## src/rtl/pcm_clkgen_pkg.sv

```systemverilog
package pcm_clkgen_pkg;

  typedef enum logic [1:0] {
    RATE_MID  = 2'b00,
    RATE_LO   = 2'b01,
    RATE_HI   = 2'b10,
    RATE_RSVD = 2'b11
  } pcm_rate_e;

  typedef struct packed {
    pcm_rate_e rate;
    logic      short_fs;
    logic      long_len;
    logic      suppress;
  } pcm_cfg_t;

  localparam pcm_cfg_t CFG_DEFAULT = '{rate: RATE_MID, short_fs: 1'b0,
                                       long_len: 1'b0, suppress: 1'b0};

endpackage

```

## src/rtl/pcm_phase_acc.sv

```systemverilog
module pcm_phase_acc #(
  parameter int unsigned ACC_W = 24
) (
  input  logic             clk_i,
  input  logic             rst_ni,
  input  logic             clr_i,
  input  logic [ACC_W-1:0] inc_i,
  output logic             rise_now_o,
  output logic             pcm_clk_o,
  output logic             bclk_rise_o,
  output logic             bclk_fall_o
);

  logic [ACC_W-1:0] acc_q, acc_d;
  logic             fall_now;
  logic             rise_q, fall_q;

  assign acc_d      = acc_q + inc_i;
  assign rise_now_o = ~acc_q[ACC_W-1] & acc_d[ACC_W-1];
  assign fall_now   = acc_q[ACC_W-1] & ~acc_d[ACC_W-1];

  always_ff @(posedge clk_i or negedge rst_ni) begin
    if (!rst_ni) begin
      acc_q  <= '0;
      rise_q <= 1'b0;
      fall_q <= 1'b0;
    end else if (clr_i) begin
      acc_q  <= '0;
      rise_q <= 1'b0;
      fall_q <= 1'b0;
    end else begin
      acc_q  <= acc_d;
      rise_q <= rise_now_o;
      fall_q <= fall_now;
    end
  end

  assign pcm_clk_o   = acc_q[ACC_W-1];
  assign bclk_rise_o = rise_q;
  assign bclk_fall_o = fall_q;

endmodule

```

## src/rtl/pcm_frame_ctr.sv

```systemverilog
module pcm_frame_ctr #(
  parameter int unsigned CNT_W     = 6,
  parameter int unsigned SYNC_BITS = 8,
  parameter int unsigned SYNC_LONG = 16
) (
  input  logic           clk_i,
  input  logic           rst_ni,
  input  logic           clr_i,
  input  logic           rise_now_i,
  input  logic [CNT_W:0] frame_bits_i,
  input  logic           short_i,
  input  logic           long_len_i,
  input  logic           suppress_i,
  output logic           wrap_now_o,
  output logic           pcm_sync_o,
  output logic           frame_start_o
);

  localparam logic [CNT_W:0] SB = (CNT_W+1)'(SYNC_BITS);
  localparam logic [CNT_W:0] SL = (CNT_W+1)'(SYNC_LONG);

  logic [CNT_W-1:0] cnt_q, cnt_nxt;
  logic             last_bit, sync_d, sync_q, fs_q;
  logic [CNT_W:0]   last_idx;

  assign last_idx   = frame_bits_i - 1'b1;
  assign last_bit   = {1'b0, cnt_q} >= last_idx;
  assign wrap_now_o = rise_now_i & last_bit;
  assign cnt_nxt    = last_bit ? '0 : cnt_q + 1'b1;

  always_comb begin
    if (suppress_i)   sync_d = 1'b0;
    else if (short_i) sync_d = ({1'b0, cnt_nxt} == last_idx);
    else              sync_d = ({1'b0, cnt_nxt} < (long_len_i ? SL : SB));
  end

  // idle count is all ones so the first bit-clock rise wraps to bit 0
  always_ff @(posedge clk_i or negedge rst_ni) begin
    if (!rst_ni) begin
      cnt_q  <= '1;
      sync_q <= 1'b0;
      fs_q   <= 1'b0;
    end else if (clr_i) begin
      cnt_q  <= '1;
      sync_q <= 1'b0;
      fs_q   <= 1'b0;
    end else if (rise_now_i) begin
      cnt_q  <= cnt_nxt;
      sync_q <= sync_d;
      fs_q   <= (cnt_nxt == '0);
    end else begin
      fs_q   <= 1'b0;
    end
  end

  assign pcm_sync_o    = sync_q;
  assign frame_start_o = fs_q;

endmodule

```

## src/rtl/pcm_clkgen.sv

```systemverilog
module pcm_clkgen
  import pcm_clkgen_pkg::*;
#(
  parameter int unsigned ACC_W       = 24,
  parameter int unsigned SYS_HZ      = 4_000_000,
  parameter int unsigned FRAME_HZ    = 8_000,
  parameter int unsigned RATE_LO_HZ  = 128_000,
  parameter int unsigned RATE_MID_HZ = 256_000,
  parameter int unsigned RATE_HI_HZ  = 512_000,
  parameter int unsigned SYNC_BITS   = 8,
  parameter int unsigned SYNC_LONG   = 16
) (
  input  logic       clk_i,
  input  logic       rst_ni,
  input  logic       cfg_en_i,
  input  logic [1:0] cfg_rate_i,
  input  logic       cfg_short_i,
  input  logic       cfg_long_len_i,
  input  logic       cfg_suppress_i,
  output logic       pcm_clk_o,
  output logic       pcm_sync_o,
  output logic       bclk_rise_o,
  output logic       bclk_fall_o,
  output logic       frame_start_o
);

  localparam longint unsigned ONE_TURN = longint'(1) << ACC_W;
  localparam logic [ACC_W-1:0] INC_LO  =
    ACC_W'((longint'(RATE_LO_HZ)  * ONE_TURN + SYS_HZ / 2) / SYS_HZ);
  localparam logic [ACC_W-1:0] INC_MID =
    ACC_W'((longint'(RATE_MID_HZ) * ONE_TURN + SYS_HZ / 2) / SYS_HZ);
  localparam logic [ACC_W-1:0] INC_HI  =
    ACC_W'((longint'(RATE_HI_HZ)  * ONE_TURN + SYS_HZ / 2) / SYS_HZ);
  localparam int unsigned     BITS_MAX = RATE_HI_HZ / FRAME_HZ;
  localparam int unsigned     CNT_W    = $clog2(BITS_MAX);
  localparam logic [CNT_W:0]  NB_LO    = (CNT_W+1)'(RATE_LO_HZ / FRAME_HZ);
  localparam logic [CNT_W:0]  NB_MID   = (CNT_W+1)'(RATE_MID_HZ / FRAME_HZ);
  localparam logic [CNT_W:0]  NB_HI    = (CNT_W+1)'(BITS_MAX);

  pcm_cfg_t         cfg_in, act_q, cfg_frame;
  logic             run_q, clr, stop_now, wrap_now, rise_now;
  logic [ACC_W-1:0] inc;
  logic [CNT_W:0]   frame_bits;
  logic             act_sup;

  assign cfg_in = '{rate: pcm_rate_e'(cfg_rate_i), short_fs: cfg_short_i,
                    long_len: cfg_long_len_i, suppress: cfg_suppress_i};

  assign stop_now = run_q & wrap_now & ~cfg_en_i;
  assign clr      = ~run_q | stop_now;
  // the frame being entered takes its sync settings from the inputs
  assign cfg_frame = wrap_now ? cfg_in : act_q;
  assign act_sup   = act_q.suppress;

  always_comb begin
    unique case (act_q.rate)
      RATE_LO: begin inc = INC_LO;  frame_bits = NB_LO;  end
      RATE_HI: begin inc = INC_HI;  frame_bits = NB_HI;  end
      default: begin inc = INC_MID; frame_bits = NB_MID; end
    endcase
  end

  always_ff @(posedge clk_i or negedge rst_ni) begin
    if (!rst_ni) begin
      run_q <= 1'b0;
      act_q <= CFG_DEFAULT;
    end else if (!run_q) begin
      if (cfg_en_i) begin
        run_q <= 1'b1;
        act_q <= cfg_in;
      end
    end else if (wrap_now) begin
      if (cfg_en_i) act_q <= cfg_in;
      else          run_q <= 1'b0;
    end
  end

  pcm_phase_acc #(.ACC_W(ACC_W)) u_acc (
    .clk_i       (clk_i),
    .rst_ni      (rst_ni),
    .clr_i       (clr),
    .inc_i       (inc),
    .rise_now_o  (rise_now),
    .pcm_clk_o   (pcm_clk_o),
    .bclk_rise_o (bclk_rise_o),
    .bclk_fall_o (bclk_fall_o)
  );

  pcm_frame_ctr #(
    .CNT_W     (CNT_W),
    .SYNC_BITS (SYNC_BITS),
    .SYNC_LONG (SYNC_LONG)
  ) u_frm (
    .clk_i         (clk_i),
    .rst_ni        (rst_ni),
    .clr_i         (clr),
    .rise_now_i    (rise_now),
    .frame_bits_i  (frame_bits),
    .short_i       (cfg_frame.short_fs),
    .long_len_i    (cfg_frame.long_len),
    .suppress_i    (cfg_frame.suppress),
    .wrap_now_o    (wrap_now),
    .pcm_sync_o    (pcm_sync_o),
    .frame_start_o (frame_start_o)
  );

endmodule

```

## config.mk

```make
export PLATFORM = sky130hd
export DESIGN_NAME = pcm_clkgen
export DESIGN_NICKNAME = d
export VERILOG_FILES = /design/src/rtl/pcm_clkgen_pkg.sv /design/src/rtl/pcm_phase_acc.sv /design/src/rtl/pcm_frame_ctr.sv /design/src/rtl/pcm_clkgen.sv
export SDC_FILE = /design/constraint.sdc
export NUM_CORES = 1
export LEC_CHECK = 0
export BUFFER_PORTS_ARGS = -buffer_cell sky130_fd_sc_hd__buf_2
export CAP_MARGIN = 5
export CORE_ASPECT_RATIO = 1.75
export CORE_UTILIZATION = 28
export DETAILED_ROUTE_END_ITERATION = 8
export HOLD_SLACK_MARGIN = 0.02
export SKIP_CTS_REPAIR_TIMING = 1
export SLEW_MARGIN = 10
export SYNTH_ARGS = -nofsm -noshare
export SYNTH_HDL_FRONTEND = slang
export SYNTH_SLANG_ARGS = --single-unit
```

## constraint.sdc

```tcl
create_clock -name clk_i -period 4.6 [get_ports clk_i]
set_input_delay 0.92 -clock clk_i [delete_from_list [all_inputs] [get_ports clk_i]]
set_output_delay 0.92 -clock clk_i [all_outputs]
set_load 0.05 [all_outputs]
```

Word-level counts from Yosys, hierarchy flattened:

Index checks and enable logic that the tools add are counted.

* multiplexer cells: 22
* add/sub/neg operators: 3
* bitwise operators: 10
* reductions and logical operators: 2
* order comparisons: 2
* equal/unequal tests: 4

Operators by type and width (number)
* $pmux 22 s2: 1
* $add 24x22->24: 1
* $mux 24: 1
* $mux 5: 4
* $mux 6: 3
* $pmux 7 s2: 1
* $mux 1: 11
* $eq 6x7->1: 1
* $ge 6x7->1: 1
* $lt 6x7->1: 1
* $sub 7x1->7 const B: 1
* $add 6x1->6 const B: 1
* $logic_not 6->1: 1
* $and 1x1->1: 5
* $not 1->1: 4
* $mux 3: 1
* $eq 2x1->1 const B: 1
* $eq 2x2->1 const B: 1
* $ne 2x1->1 const B: 1
* $reduce_bool 2->1: 1
* $or 1x1->1: 1

* output and inout port bits: 5
* register bits after elaboration: 40
* bits of input ports: 8
* word-level logic and storage cells: 54

Longest topological paths before layout:

Gate-level depths: netlist of the first run.

* depth after elaboration: 12
* gate-level depth with buffers: 22
* depth with buffers taken out: 20

Hierarchy:

From an unflattened synthesis of the first run, not the netlist that was laid out.

* cells, all modules: 370
* area, all modules: 3324.4 sq um

Modules (own cells, without submodules)
* pcm_phase_acc: area each 2021.9 sq um, cells an instance 226, sequential area each 650.6 sq um, instances 1
* pcm_frame_ctr: area each 929.6 sq um, cells an instance 115, sequential area each 207.7 sq um, instances 1
* pcm_clkgen: area each 372.9 sq um, cells an instance 29, sequential area each 150.1 sq um, instances 1

Worst setup path after synthesis of the first run:

Ideal clock, no wire load.

* kind: flip-flop to flip-flop
* from: register act_q[3] (netlist bit)
* to: register u_frm.sync_q, in the netlist u_frm.pcm_sync_o
* library setup time: 0.116 ns
* clock period less this slack: 4.336 ns
* data required time: 4.484 ns
* setup slack: 0.264 ns
* stages on the path, launching flop included: 23
* arrival: 4.220 ns
* buffers on the path: 2
* cell sequence: dfrtp_1 > inv_1 > ha_1 > buf_2 > inv_1 > ha_1 > a311o_1 > a221oi_2 > o21ai_1 > a221o_1 > maj3_2 > o2111ai_2 > o2bb2ai_1 > a21boi_1 > ha_1 > inv_1 > or2_1 > buf_4 > mux2i_1 > ha_1 > o221ai_1 > o2111ai_1 > o311ai_0

* longest elaborated chain between the ends: 12
* elaborated cells between the ends (all ways): 22
* classes of those cells: add/sub: 2; order compare: 2; eq/ne: 3; mux: 9; bitwise: 5; reduce/logical: 1

RTL lines
* start, declared: line pcm_clkgen.sv:40 `pcm_cfg_t cfg_in, act_q, cfg_frame;`
* start signal, assigned: line pcm_clkgen.sv:70 `act_q <= cfg_in;`
* start signal, assigned: line pcm_clkgen.sv:73 `if (cfg_en_i) act_q <= cfg_in;`
* $eq 2x2->1 or $eq 2x1->1 (tied branches): line pcm_clkgen.sv:56 `unique case (act_q.rate)`
* $pmux 7 s2 or $pmux 22 s2 (tied branches): line pcm_clkgen.sv:56
* $sub 7x1->7 or $add 24x22->24 (tied branches): line pcm_frame_ctr.sv:26, pcm_phase_acc.sv:18
* $ge 6x7->1 or $and 1x1->1 (tied branches): line pcm_frame_ctr.sv:27, pcm_phase_acc.sv:19
* $and 1x1->1: line pcm_frame_ctr.sv:28 `assign wrap_now_o = rise_now_i & last_bit;`
* $mux 3: line pcm_clkgen.sv:52 `assign cfg_frame = wrap_now ? cfg_in : act_q;`
* $mux 5: line pcm_frame_ctr.sv:34 `else sync_d = ({1'b0, cnt_nxt} < (long_len_i ? SL : SB));`
* $lt 6x7->1: line pcm_frame_ctr.sv:34
* $mux 1: line pcm_frame_ctr.sv:33 `else if (short_i) sync_d = ({1'b0, cnt_nxt} == last_idx);`
* $mux 1: line pcm_frame_ctr.sv:32 `if (suppress_i) sync_d = 1'b0;`
* $mux 1: line pcm_frame_ctr.sv:47 `end else if (rise_now_i) begin`
* $mux 1: line pcm_frame_ctr.sv:43 `end else if (clr_i) begin`
* end signal, assigned: line pcm_frame_ctr.sv:49 `sync_q <= sync_d;`
* end, declared: line pcm_frame_ctr.sv:23 `logic last_bit, sync_d, sync_q, fs_q;`

Several ways; a longest one is shown, not always the timed one. The select of a mux whose other input is x is not followed.
A chain may end at the register's enable or synchronous reset.

Worst setup path in the final report of the first run:

Same ends and word-level chain as after synthesis.

==> metrics, run 1 <==
worst r2r src=act_q[3]; number of hold violations in the final report=0; cts bufs inserted=5; Register-to-Register Path Depth=20; DR iter-0 viols=87; Synth Flop Type=dfrtp_1; fmax=234 MHz; I/O pin count=13; synthesis-to-layout area growth=17.6%; # Max-Cap Violations=0; CP dominant cell by count=ha_1; NumNets Final=343; clock sinks=40; number of synthesized flops with an enable pin=0; Worst Hold Path EP=act_q[1]; hold slack=543 ps; count of final setup violators=0; chip width=76.7 um; DR DRC count=0; number of global-route vias before repair=2343; CP Capture Type=flip-flop; most common cell in the synthesized netlist=nor2_1; via count=2270; core area=9470 um^2; FF+latch count, synth=40; Worst Path Required=approximately 4800 ps; status=finished clean; Final Max Slew Viols=0; sequential-to-total area share from yosys stat=36.9%; top cell type's share of synthesized area=31.1%; WL per Instance=15.1 um; largest net degree at the start of global routing=41; kind of critical path=reg2reg; placed cell count=433; HP Class=reg2reg; worst-skew pair later-pin latency=approximately 290 ps; asr flop ratio synth=100%; Least-Margin Pin Slew=approximately 930 ps; Post-Route WL=6680 um; hpwl dp=4850 um; synth unique cells=between 50 and 60; Syn. warnings=0; Avg Synthesized Cell Area=a little over 9 um^2; share of cells above drive strength 1=between 10% and 20%; CTS root buf=clkbuf_16; Post-DRT Antenna Nets=0; ant diodes=0; Starting Density=28.9%; Vias/cell=5.11; Hold Crit Start=act_q[1]; crit path DAT=~4500 ps; R2R setup slack=320 ps; fillcell total=941; minimum clock period=approximately 4300 ps; # port buffers=12; Overall Global Routing Usage=14.0%; RePlAce Congestion=0.848; die boundary height=133 um; Area contributors post-synth=dfrtp_1 (31%), xnor2_1 (8.0%), ha_1 (5.9%); period utilisation layout=93.0%; max incr delay on CP=roughly 410 ps; first-pass GRT wire length=10900 um; terminus of the critical flop-to-flop path=u_frm.pcm_sync_o; worst-path cell chain=inv_1, ha_1, inv_1, ha_1, a311o_1, a221oi_2, o21ai_2, a221o_1, maj3_2, o2111ai_4, o2bb2ai_1, a21boi_1, ha_1, inv_1, or2_4, mux2i_1, ha_1, o221ai_1, o2111ai_1, o311ai_1; total gr overflow=0; drt first pass iters=4; Fin Setup TNS=0 ps; Max clock buf depth=2; top cells by count, synth=nor2_1 (36), dfrtp_1 (34), xnor2_1 (25); CTS tree=done; Max H-tree Level=2; Mapped Area=2730 um^2; Worst Hold Depth=1; Final Skew=between 4 and 5 ps; Mapped Cells=302; CP startpoint kind=flip-flop; Non-Filler Instances=444; initial antenna violation count=0; most area-hungry cell type in the Yosys netlist=dfrtp_1; Post-Syn Nets=324; number of cell rows=47; die area=10200 um^2; Clock Pin Slew Worst Setup and Hold Paths=60 ps; crit-path max FO=6; max_slew headroom=38.2%; Slowest-stage cell, CP=dfrtp_1
## flip-flops by register name (all words and copies together), names as in the netlist
signal               cells
u_frm.cnt_q              6
run_q                    1
u_acc.acc_q             24
act_q                    4
u_acc.bclk_rise_o        1
u_acc.bclk_fall_o        1
u_frm.frame_start_o      1
u_frm.pcm_sync_o         1
act_sup                  1
## cell type report
cell class	instances	area [um^2]	share of cell area, %
flip-flops and latches	40	1010	31.4
clock inverters	3	90.1	2.80
well taps	122	153	4.75
repair buffers	25	158	4.90
clock buffers	5	125	3.89
multi-input cells	240	1650	51.2
inverters	9	33.8	1.05
## worst max-delay path, delay by kind of cell, from the launching register on
family,cells,cell delay [ps]
AOI/OAI and AO/OA,10,1890
adders and majority gates,5,1260
DFF,1,410
buffers and inverters,3,240
muxes,1,210
and+or+nand+nor,1,160
## layer usage
metal  share of wire (%)  wire length (um)  up-vias  track usage, %
met1                  39              2610     1109            13.6
met4                 4.6               310        0            9.94
met3                 2.1               142       22            2.69
li1                    -                 -     1104               -
met2                  54              3620       35            25.7
met5                   0                 0        -               0
## logic make-up (layout without fill, tap and decap cells)
group	after synthesis	in the layout	synth area share, %
AO/OA/AOI/OAI	74	74	19.0
XOR/XNOR	35	35	11.2
adder cells (fa/ha/maj)	15	15	7.09
buffers and inverters	22	42	3.48
flip-flops	40	40	36.9
multiplexers	8	8	3.20
AND/OR/NAND/NOR	108	108	19.1
## cell usage in the layout (no fill, tap or decap), types with 5 or more instances in the layout
cell,instances
a21oi_1,16
and2_1,6
buf_2,12
buf_4,13
clkbuf_16,5
dfrtp_1,34
dfstp_2,6
ha_1,13
inv_1,9
mux2_2,6
nand2_1,24
nand3_1,8
nor2_1,36
nor2b_1,6
nor3_1,5
o21ai_0,15
xnor2_1,25
xor2_1,10
## per-stage QoR
step | setup slack [ps] | utilization, % | instance area [um^2]
detailed placement | 207 | 31.3 | 2960
finish | 322 | 34.0 | 3220
CTS | 223 | 33.5 | 3180
floorplan | 264 | - | 2730
global placement | 427 | 31.3 | 2960
global route | -8.58 | 34.0 | 3220
## worst max-delay path by stage
| stage | start | endpoint | slack [ps] | depth (start not counted) |
|---|---|---|---|---|
| global route | act_q[3] | u_frm.pcm_sync_o | -9 | 20 |
| global placement | act_q[3] | u_frm.pcm_sync_o | 430 | 20 |
| CTS | act_q[3] | u_frm.pcm_sync_o | 220 | 20 |
| finish | act_q[3] | u_frm.pcm_sync_o | 320 | 20 |
| floorplan | act_q[3] | u_frm.pcm_sync_o | 260 | 22 |
| detailed placement | act_q[3] | u_frm.pcm_sync_o | 210 | 20 |
Power of run 1 is not shown: default switching activity piles up to over one toggle a cycle in this logic, so the estimate is an artifact.
==> inputs of run 2 (changes only) <==
--- a/config.mk
+++ b/config.mk
@@ -11,6 +11,7 @@
 export CORE_UTILIZATION = 28
 export DETAILED_ROUTE_END_ITERATION = 8
 export HOLD_SLACK_MARGIN = 0.02
+export MAX_ROUTING_LAYER = met4
 export SKIP_CTS_REPAIR_TIMING = 1
 export SLEW_MARGIN = 10
 export SYNTH_ARGS = -nofsm -noshare
==> constraint.sdc (replaced) <==
create_clock -name clk_i -period 3.97 [get_ports clk_i]
set_input_delay 0.794 -clock clk_i [delete_from_list [all_inputs] [get_ports clk_i]]
set_output_delay 0.794 -clock clk_i [all_outputs]
set_load 0.05 [all_outputs]
==> run 2 against run 1 <==
Die area did not move. Cell count grew 2.0%. Wire length up 1.5%.
==> metrics, run 2 (same netlist as run 1, synthesis figures left out) <==
kind of critical path=reg2reg; max incr delay on CP=380 ps (-30 ps); fmax=264 MHz (+13%); DR DRC count=0 (unchanged); # port buffers=12 (unchanged); fillcell total=969 (+3.0%); clock sinks=40 (unchanged); RePlAce Congestion=0.851 (+0.40%); Final Max Slew Viols=0 (unchanged); minimum clock period=3790 ps (-484 ps); WL per Instance=15.0 um (-0.49%); count of final setup violators=0 (unchanged); CP startpoint kind=flip-flop; total gr overflow=0 (unchanged); status=finished clean; Starting Density=28.9% (unchanged); Slowest-stage cell, CP=dfrtp_1; number of cell rows=47 (unchanged); number of global-route vias before repair=2419 (+3.2%); largest net degree at the start of global routing=41 (unchanged); Vias/cell=5.14 (+0.60%); Overall Global Routing Usage=14.7% (+0.78 points); Clock Pin Slew Worst Setup and Hold Paths=60 ps (about the same); worst path buffer plus inverter count=3 (unchanged); CTS root buf=clkbuf_16; DR iter-0 viols=115 (+32%); NumNets Final=352 (+2.6%); delay-heaviest family, CP=compound AO/OA/AOI/OAI gates; crit path DAT=3980 ps (-480 ps); die boundary height=133 um (unchanged); Worst Path Required=4160 ps (-620 ps); Max H-tree Level=2 (unchanged); HP Class=reg2reg; Max clock buf depth=2 (unchanged); RSZ-0062 raised after global routing=true; ant diodes=0 (unchanged); # Max-Cap Violations=0 (unchanged); hpwl dp=4970 um (+2.4%); die area=10200 um^2 (unchanged); CP Capture Type=flip-flop; number of hold violations in the final report=0 (unchanged); via count=2330 (+2.6%); Post-DRT Antenna Nets=0 (unchanged); Least-Margin Pin Slew=922 ps (-5.33 ps); crit path setup slack, layout=177 ps (-146 ps); first-pass GRT wire length=11400 um (+3.8%); drt first pass iters=4 (unchanged); worst-skew pair later-pin latency=300 ps (about the same); CTS tree=done; crit-path max FO=3 (-3); cts bufs inserted=5 (unchanged); Setup Slack @ Placement=-27.5 ps (-234 ps); worst-path cell chain=inv_2, ha_4, inv_6, ha_4, a311o_1, a221oi_2, o21ai_2, a221o_1, maj3_2, o2111ai_4, o2bb2ai_2, a21boi_2, ha_2, inv_2, or2_4, mux2i_1, ha_1, o221ai_2, o2111ai_1, o311ai_1; Most flops, register=u_acc.acc_q; commonest non-fill, non-tap cell in the layout=nor2_1; Final Skew=8.74 ps (+3.99 ps); chip width=76.7 um (unchanged); max_slew headroom=38.5% (+0.36 points); R2R setup slack=180 ps (-150 ps); synthesis-to-layout area growth=20.9%; max reg flops=24 (unchanged); biggest regs=u_acc.acc_q (24), u_frm.cnt_q (6), act_q (4); initial antenna violation count=0 (unchanged); share of cells above drive strength 1=23.0% (+5.6 points); I/O pin count=13 (unchanged); Post-Route WL=6790 um (+1.5%); most frequent cells in the layout=nor2_1 (36), dfrtp_1 (33), xnor2_1 (25), nand2_1 (24), buf_4 (21); period utilisation layout=95.6% (+2.6 points); core area=9470 um^2 (unchanged)
run 2: layout make-up:
cell class                      count  area [um^2]  area share, %
Clock inverter                      3         46.3           1.40
Tap cell                          122          153           4.62
Timing Repair Buffer               34          238           7.19
Clock buffer                        5          125           3.79
Multi-Input combinational cell    240         1690           51.3
Inverter                            9         38.8           1.17
Sequential cell                    40         1010           30.6
run 2: through the flow:
| step | hold WS [ps] | instances | area (um^2) | util [%] | TNS [ps] |
|---|---|---|---|---|---|
| after floorplan | 498 | 302 | 2770 | - | -216 |
| after global placement | 511 | 442 | 3060 | 32.4 | 0 |
| after detailed placement | 518 | 442 | 3060 | 32.4 | -27.5 |
| after CTS | 544 | 450 | 3230 | 34.2 | -70.7 |
| after global routing | 568 | 453 | 3300 | 34.9 | -26.4 |
| final | 549 | 453 | 3300 | 34.9 | 0 |
run 2: final timing paths:
path | start | to | cells past startpoint
hold / removal | u_frm.pcm_sync_o | u_frm.pcm_sync_o | 2
setup reg to reg | act_q[3] | u_frm.pcm_sync_o | 20
setup / recovery | act_q[3] | u_frm.pcm_sync_o | 20
max in group asynchronous | rst_ni | act_q[4] | 1
hold reg to reg | u_frm.pcm_sync_o | u_frm.pcm_sync_o | 2
min in group asynchronous | rst_ni | u_acc.acc_q[15] | 1
run 2: worst min-delay path, stage by stage, from the launching register on:
cell and delay (ps):
dfrtp_1 350, nand3_1 80, o311ai_1 80
run 2: layer usage:
layer | global-route usage [%] | part of all wire [%] | vias to the layer above
li1 | - | - | 1124
met1 | 13.9 | 38 | 1154
met2 | 27.2 | 57 | 36
met3 | 2.55 | 2.0 | 16
met4 | 8.65 | 3.5 | 0
met5 | - | 0 | -
Power of run 2 is left out for the same reason.
